[config.mk]
export PLATFORM = sky130hd
export DESIGN_NAME = fetch_npc_unit
export DESIGN_NICKNAME = d
export VERILOG_FILES = /design/src/rtl/fetch_npc_pkg.sv /design/src/rtl/npc_word_reg.sv /design/src/rtl/npc_targets.sv /design/src/rtl/npc_select.sv /design/src/rtl/fetch_npc_unit.sv
export SDC_FILE = /design/constraint.sdc
export NUM_CORES = 1
export LEC_CHECK = 0
export BUFFER_PORTS_ARGS = -buffer_cell sky130_fd_sc_hd__buf_2
export CELL_PAD_IN_SITES_DETAIL_PLACEMENT = 1
export CELL_PAD_IN_SITES_GLOBAL_PLACEMENT = 1
export CORE_MARGIN = 2
export CORE_UTILIZATION = 35
export CTS_BUF_LIST = sky130_fd_sc_hd__clkbuf_8
export CTS_CLUSTER_SIZE = 28
export DETAILED_ROUTE_END_ITERATION = 8
export PLACE_DENSITY_LB_ADDON = 0.3
export SETUP_SLACK_MARGIN = 0.02
export SLEW_MARGIN = 25
export SYNTH_ARGS = -nofsm -noshare
export SYNTH_HDL_FRONTEND = slang
export SYNTH_SLANG_ARGS = --single-unit
export TNS_END_PERCENT = 30
[constraint.sdc]
create_clock -name clk -period 4.6 [get_ports clk]
set_input_delay 0.23 -clock clk [delete_from_list [all_inputs] [get_ports clk]]
set_output_delay 0.23 -clock clk [all_outputs]
set_load 0.01 [all_outputs]
[src/rtl/fetch_npc_pkg.sv]
package fetch_npc_pkg;

    typedef enum logic [1:0] {
        FLOW_SEQ    = 2'd0,
        FLOW_BRANCH = 2'd1,
        FLOW_JUMP   = 2'd2
    } flow_e;

endpackage

[src/rtl/npc_word_reg.sv]
// Holds the word index of the program counter; byte alignment bits are
// appended at the top level rather than stored.
module npc_word_reg #(
    parameter int IDX_W = 30
) (
    input  logic             clk,
    input  logic             rst,
    input  logic [IDX_W-1:0] next_idx,
    output logic [IDX_W-1:0] cur_idx
);

    always_ff @(posedge clk) begin
        if (rst) begin
            cur_idx <= '0;
        end else begin
            cur_idx <= next_idx;
        end
    end

endmodule

[src/rtl/npc_targets.sv]
// Computes the three candidate word indices from the current one.
module npc_targets #(
    parameter int IDX_W = 30,
    parameter int IMM_W = 16,
    parameter int TGT_W = 26
) (
    input  logic [IDX_W-1:0] cur_idx,
    input  logic [IMM_W-1:0] disp,
    input  logic [TGT_W-1:0] jtarget,
    output logic [IDX_W-1:0] seq_idx,
    output logic [IDX_W-1:0] br_idx,
    output logic [IDX_W-1:0] jmp_idx
);

    localparam int REGION_W = IDX_W - TGT_W;
    localparam int EXT_W    = IDX_W - IMM_W;

    logic [IDX_W-1:0] disp_ext;

    always_comb begin
        seq_idx  = cur_idx + IDX_W'(1);
        disp_ext = {{EXT_W{disp[IMM_W-1]}}, disp};
        br_idx   = seq_idx + disp_ext;
    end

    generate
        if (REGION_W > 0) begin : g_region
            assign jmp_idx = {seq_idx[IDX_W-1 -: REGION_W], jtarget};
        end else begin : g_flat
            assign jmp_idx = jtarget[IDX_W-1:0];
        end
    endgenerate

endmodule

[src/rtl/npc_select.sv]
// Chooses the flow for this cycle and routes the matching candidate.
module npc_select
    import fetch_npc_pkg::*;
#(
    parameter int IDX_W = 30
) (
    input  logic             branch_sel,
    input  logic             jump_sel,
    input  logic             eq_flag,
    input  logic [IDX_W-1:0] seq_idx,
    input  logic [IDX_W-1:0] br_idx,
    input  logic [IDX_W-1:0] jmp_idx,
    output flow_e            flow,
    output logic [IDX_W-1:0] next_idx
);

    always_comb begin
        flow = FLOW_SEQ;
        if (jump_sel) begin
            flow = FLOW_JUMP;
        end else if (branch_sel && eq_flag) begin
            flow = FLOW_BRANCH;
        end
    end

    always_comb begin
        unique case (flow)
            FLOW_JUMP:   next_idx = jmp_idx;
            FLOW_BRANCH: next_idx = br_idx;
            default:     next_idx = seq_idx;
        endcase
    end

endmodule

[src/rtl/fetch_npc_unit.sv]
module fetch_npc_unit
    import fetch_npc_pkg::*;
#(
    parameter int ADDR_W     = 32,
    parameter int INSTR_W    = 32,
    parameter int WORD_BYTES = 4,
    parameter int IMM_W      = 16,
    parameter int TGT_W      = 26
) (
    input  logic               clk,
    input  logic               rst,
    input  logic [INSTR_W-1:0] instr,
    input  logic               branch_sel,
    input  logic               jump_sel,
    input  logic               eq_flag,
    output logic [ADDR_W-1:0]  pc_out
);

    localparam int ALIGN_W  = $clog2(WORD_BYTES);
    localparam int IDX_W    = ADDR_W - ALIGN_W;
    localparam int REGION_W = IDX_W - TGT_W;

    logic [IDX_W-1:0] cur_idx;
    logic [IDX_W-1:0] next_idx;
    logic [IDX_W-1:0] seq_idx;
    logic [IDX_W-1:0] br_idx;
    logic [IDX_W-1:0] jmp_idx;
    flow_e            flow;
    logic             instr_unused;

    assign instr_unused = ^instr[INSTR_W-1:TGT_W];

    npc_word_reg #(.IDX_W(IDX_W)) u_reg (
        .clk      (clk),
        .rst      (rst),
        .next_idx (next_idx),
        .cur_idx  (cur_idx)
    );

    npc_targets #(.IDX_W(IDX_W), .IMM_W(IMM_W), .TGT_W(TGT_W)) u_tgt (
        .cur_idx (cur_idx),
        .disp    (instr[IMM_W-1:0]),
        .jtarget (instr[TGT_W-1:0]),
        .seq_idx (seq_idx),
        .br_idx  (br_idx),
        .jmp_idx (jmp_idx)
    );

    npc_select #(.IDX_W(IDX_W)) u_sel (
        .branch_sel (branch_sel),
        .jump_sel   (jump_sel),
        .eq_flag    (eq_flag),
        .seq_idx    (seq_idx),
        .br_idx     (br_idx),
        .jmp_idx    (jmp_idx),
        .flow       (flow),
        .next_idx   (next_idx)
    );

    assign pc_out = {cur_idx, {ALIGN_W{1'b0}}};


    a_r1_reset_zero: assert property (@(posedge clk)
        rst |=> pc_out == '0);


    a_r2_seq_step: assert property (@(posedge clk) disable iff (rst)
        (!jump_sel && !(branch_sel && eq_flag))
        |=> pc_out == $past(pc_out) + ADDR_W'(WORD_BYTES));


    a_r3_branch_target: assert property (@(posedge clk) disable iff (rst)
        (branch_sel && eq_flag && !jump_sel)
        |=> pc_out == $past(pc_out) + ADDR_W'(WORD_BYTES)
            + ({{(ADDR_W-IMM_W){$past(instr[IMM_W-1])}}, $past(instr[IMM_W-1:0])}
               << ALIGN_W));


    a_r6_jump_low: assert property (@(posedge clk) disable iff (rst)
        jump_sel |=> pc_out[ADDR_W-REGION_W-1:0]
                     == {$past(instr[TGT_W-1:0]), {ALIGN_W{1'b0}}});


    a_r7_jump_wins: assert property (@(posedge clk) disable iff (rst)
        (jump_sel && branch_sel && eq_flag)
        |=> pc_out[TGT_W+ALIGN_W-1:0] == {$past(instr[TGT_W-1:0]), {ALIGN_W{1'b0}}});

endmodule

# Word-level counts from Yosys, hierarchy flattened

Cells that the tools add are included.

Flip-flop bits (word level): 30
Bits in latches: 0
Memory bits (writable): 0
Bits in read-only memories: 0
Input bits: 37
Output and inout port bits: 32
Logic and storage cells: 9
Memories: 0

Add/subtract/negate cells: 2
$mul: 0
Div/mod/pow operators: 0
Order comparisons: 0
Equal/unequal tests: 2
Shift operators: 0
Muxes and demuxes: 3
Bitwise gates (word level): 0
Reduce and logical (&&, ||, !) cells: 1

Operators by type and width:

| cell                    | count |
|---|---|
| $pmux W30 S2            | 1 |
| $add A30 B1 Y30 const B | 1 |
| $add A30 B30 Y30        | 1 |
| $eq A2 B1 Y1 const B    | 1 |
| $eq A2 B2 Y1 const B    | 1 |
| $mux W2                 | 1 |
| $logic_and A1 B1 Y1     | 1 |
| $mux W1                 | 1 |

# Logic depth before layout (Yosys ltp)

Depth after elaboration: 5
Mapped depth: 17
Mapped depth without buffers: 16

# Cells and area by module

Synthesis repeated with hierarchy kept, for this count alone.

Cells, all modules: 544
Area total of the unflattened synthesis: 4413.0 um^2

By module, submodules not included:

| module         | times used | cells each | area an instance (um^2) | sequential area each (um^2) |
|---|---|---|---|---|
| npc_targets    | 1          | 336        | 2367.3                  | 0.0 |
| npc_select     | 1          | 142        | 1144.8                  | 0.0 |
| npc_word_reg   | 1          | 63         | 882.1                   | 600.6 |
| fetch_npc_unit | 1          | 3          | 18.8                    | 0.0 |

# Worst setup path before layout

OpenSTA, ideal clock, no wires.

Path kind: register to register
From: register u_reg.cur_idx[0]
To: register u_reg.cur_idx[29]
Library setup time: 0.129 ns
Arrival: 3.220 ns
Data required time: 4.471 ns
Slack: 1.251 ns
Stages on the path, launching flop included: 18
Buffers on the path: 1
Clock period less this slack: 3.349 ns
Cells stage by stage: dfxtp_1 ha_1 inv_1 nor2_1 nand4_1 nand2b_4 nor3_2 xor2_1 ha_1 buf_2 a21oi_1 o21ai_0 a21oi_1 o21ai_0 o31a_2 nor3_1 xnor2_1 nor2_1

Cells in the longest elaborated chain, start to end: 3

Ends and longest elaborated chain:

| element                | RTL line           | RTL |
|---|---|---|
| start, declared        | npc_word_reg.sv:9  | `output logic [IDX_W-1:0] cur_idx` |
| start signal, assigned | npc_word_reg.sv:16 | `cur_idx <= next_idx;` |
| $add A30 B1 Y30 *      | npc_targets.sv:21  | `seq_idx = cur_idx + IDX_W'(1);` |
| $add A30 B30 Y30       | npc_targets.sv:23  | `br_idx = seq_idx + disp_ext;` |
| $pmux W30 S2 *         | npc_select.sv:27   | `unique case (flow)` |

Every way passes the cells marked *; elsewhere a longest branch is shown, timed or not.
A chain may end at the register's enable or synchronous reset.

# Worst setup path after layout

From: register u_reg.cur_idx[1]
To: register u_reg.cur_idx[29]

The elaborated chain is that of the path after synthesis.

==> impl_metrics.env <==
export IMPL_routed_wirelength_um=12400
export IMPL_dp_hpwl_um=9617
export IMPL_die_area_sq_um=11130
export IMPL_grt_max_degree=34
export IMPL_root_buffer="clkbuf_8"
export IMPL_cts_tree="yes"
export IMPL_critPathKind="reg -> reg"
export IMPL_reg2reg_slack_ns=0.39
export IMPL_yosysTopAreaCell="dfxtp_1"
export IMPL_placed_cells=649
export IMPL_cts_path_max_buffers=2
export IMPL_whs_endpoint="u_reg.cur_idx[13]$_SDFF_PP0_"
export IMPL_critPathSlowestCell="or4_1"
export IMPL_cts_sinks=30
export IMPL_final_layout_size_suffix_gt1_share_pct=17.31
export IMPL_use_met3_pct=2.536
export IMPL_grt_busiest_layer="met2"
export IMPL_synth_most_common_cell="nand2_1"
export IMPL_reg2reg_from="u_reg.cur_idx[1]$_SDFF_PP0_"
export IMPL_layout_nets=593
export IMPL_drtAntennaViolNets=0
export IMPL_ir_drop_mv=0.1023
export IMPL_drt_pass1_iterations=4
export IMPL_synth_async_sr_flop_share_pct=0
export IMPL_yosysSeqAreaShare_pct=16.65
export IMPL_r2r_end="u_reg.cur_idx[29]$_SDFF_PP0_"
export IMPL_cp_arrival_ns=4.39
export IMPL_drtIter0Drc=172
export IMPL_fin_crit_sh_pct=91.51
export IMPL_maxCapViolCount=0
export IMPL_diodes=0
export IMPL_crit_fanout=11
export IMPL_cts_resized=0
export IMPL_start_util_pct=35.42
export IMPL_period_minus_slack_ns=4.209
export IMPL_hold_path_class="in -> reg"
export IMPL_avgSynthCellArea_sq_um=7.626
export IMPL_finalClockSkew_ns=0.008173
export IMPL_hold_depth=2
export IMPL_ys_warnings_count=0
export IMPL_hold_start="instr[13]"
export IMPL_endpoint_kind="flop"
export IMPL_relSlewSlack_pct=57.25
export IMPL_insertion_delay_ns=0.30
export IMPL_largest_register_ffs=30
export IMPL_synth_seq_cells=30
export IMPL_stdcell_count=656
export IMPL_synth_ff_type="dfxtp_1"
export IMPL_grt_antenna_before_repair=0
export IMPL_htree_levels=2
export IMPL_netlist_area_sq_um=3607
export IMPL_design_core_area_sq_um=10180
export IMPL_required_ns=4.78
export IMPL_port_buffers=60
export IMPL_worstMarginPinSlew_ns=0.6412
export IMPL_grt_usage_pct=22.74
export IMPL_rows=37
export IMPL_met2_usage_pct=39.22
export IMPL_wire_per_inst_um=18.90
export IMPL_yosys_top_cells_area="dfxtp_1, ha_1, xnor2_1, a21oi_1, nand2_1"
export IMPL_p_per_area_nw_per_um2=240.2
export IMPL_drc=0
export IMPL_cts_clk_slew_worst_paths_ns=0.08
export IMPL_leakage_nw=1.874
export IMPL_ff2ff_path_depth=15
export IMPL_die_h_um=105.5
export IMPL_num_vias=3752
export IMPL_top_regs="u_reg.cur_idx (30)"
export IMPL_via_per_inst=5.720
export IMPL_setup_viol=0
export IMPL_area_growth_pct=12.76
export IMPL_grt_pass1_wl_um=20210
export IMPL_synth_common_cells="nand2_1, a21oi_1, nor2_1, ha_1, dfxtp_1"
export IMPL_holdBufCountCts=0
export IMPL_die_w_um=105.5
export IMPL_num_io_pins=69
export IMPL_synth_top_area_share_pct=16.65
export IMPL_ys_types=65
export IMPL_met1_usage_pct=29.68
export IMPL_hold_violations=0
export IMPL_finalWeightedCongestion=0.8574
export IMPL_synth_edf_count=0
export IMPL_slew_violations=0
export IMPL_slowest_delay_ns=0.55
export IMPL_status="finished clean"
export IMPL_clock_fmax_mhz=237.6
export IMPL_cts_made_buffers=5
export IMPL_setup_worst_path_start_class="flop"
export IMPL_grt_overflow_total=0
export IMPL_rsz0062_at_grt="false"
export IMPL_regMostFlops="u_reg.cur_idx"
export IMPL_post_cts_buffers=0
export IMPL_finalSetupTns_ns=0
export IMPL_synthCells=473
export IMPL_path_cells="ha_1 > inv_1 > nor2_1 > nand4_1 > nand2b_4 > nor3_2 > xor2_1 > ha_1 > nand4_2 > or4_1 > a211oi_1 > nor4_1 > nor3_1 > xnor2_1 > nor2_1"
export IMPL_first_global_vias=3931
==> final cells by class <==
| class | count | area (sq um) |
|---|---|---|
| inverters | 16 | 60.06 |
| well taps | 136 | 170.2 |
| flip-flops and latches | 30 | 600.6 |
| clock inverters | 2 | 7.507 |
| repair buffers | 64 | 330.3 |
| clock buffers | 5 | 68.82 |
| multi-input cells | 403 | 2830 |
| fillers | 1291 | 6117 |
==> metrics by stage <==
stage | hold WS (ns) | cell area (sq um) | worst slack (ns) | util (%) | total power, mW
2_1_floorplan | 0.3678 | 3611 | 1.251 | - | 0.6333
3_3_place_gp | 0.4791 | 3991 | 0.5453 | 39.19 | 0.7427
3_5_place_dp | 0.4783 | 3991 | 0.4472 | 39.19 | 0.7573
4_1_cts | 0.1759 | 4068 | 0.4118 | 39.94 | 0.9778
5_1_grt | 0.1923 | 4068 | 0.09932 | 39.94 | 1.040
6_report | 0.1793 | 4068 | 0.3905 | 39.94 | 0.9771
==> routing by layer <==
layer  up-vias  wire (um)
met4         0        229
met2        77       6046
met5         -          0
met1      1839       5737
li1       1821          -
met3        15        384
==> how the worst max path moves through the flow <==
stage | start | endpoint | slack [ns] | depth (start not counted)
after global routing | u_reg.cur_idx[1]$_SDFF_PP0_ | u_reg.cur_idx[29]$_SDFF_PP0_ | 0.1 | 16
after global placement | u_reg.cur_idx[1]$_SDFF_PP0_ | u_reg.cur_idx[29]$_SDFF_PP0_ | 0.55 | 15
after CTS | u_reg.cur_idx[1]$_SDFF_PP0_ | u_reg.cur_idx[29]$_SDFF_PP0_ | 0.41 | 15
after floorplan | u_reg.cur_idx[0]$_SDFF_PP0_ | u_reg.cur_idx[29]$_SDFF_PP0_ | 1.25 | 17
after detailed placement | u_reg.cur_idx[1]$_SDFF_PP0_ | u_reg.cur_idx[29]$_SDFF_PP0_ | 0.45 | 15
final | u_reg.cur_idx[1]$_SDFF_PP0_ | u_reg.cur_idx[29]$_SDFF_PP0_ | 0.39 | 15
==> critical path, delay by kind of cell (launching register included) <==
family                     cells  cell delay [ns]
AOI/OAI and AO/OA              1             0.29
xor gates and xnor gates       2             0.27
adders and majority gates      2             0.77
buffers and inverters          1             0.07
DFF                            1             0.39
and+or+nand+nor                9             2.30
==> kinds of logic after synthesis <==
logic type      synth area share, %
simple gates                  23.45
compound gates                29.38
xor+xnor                      11.90
buf+inv                       4.995
fa+ha+maj                     12.70
flops                         16.65
mux                          0.8325
other cells                  0.1040
==> placed cells by master, fill, tap and decap left out, types with 3 or more instances in the layout <==
master,Yosys,routed
nor2b_1,5,5
inv_1,15,17
xor2_1,22,22
o211a_1,9,9
mux2i_1,3,3
o211ai_1,4,4
ha_1,35,35
nor2_1,42,42
o221ai_1,3,3
dfxtp_1,30,30
o21ai_1,3,3
buf_2,6,60
clkbuf_8,0,5
and2_1,6,6
xnor2_1,27,27
o22ai_1,3,3
and3_1,5,5
a21oi_1,43,43
nor3_1,9,9
a21o_1,14,14
nand3_1,16,16
o21a_1,5,5
a31oi_1,4,4
o21ai_0,21,21
nor3_2,3,3
buf_4,5,4
a211oi_1,12,12
nand4_1,12,12
nand2_1,52,52
==> power breakdown <==
part	internal, mW	total (mW)	switching [mW]	leakage (nW)
combinational	0.177	0.447	0.270	1.58
clock	0.100	0.223	0.123	0.0466
sequential	0.281	0.307	0.0262	0.249
(Power assumes the default switching activity.)
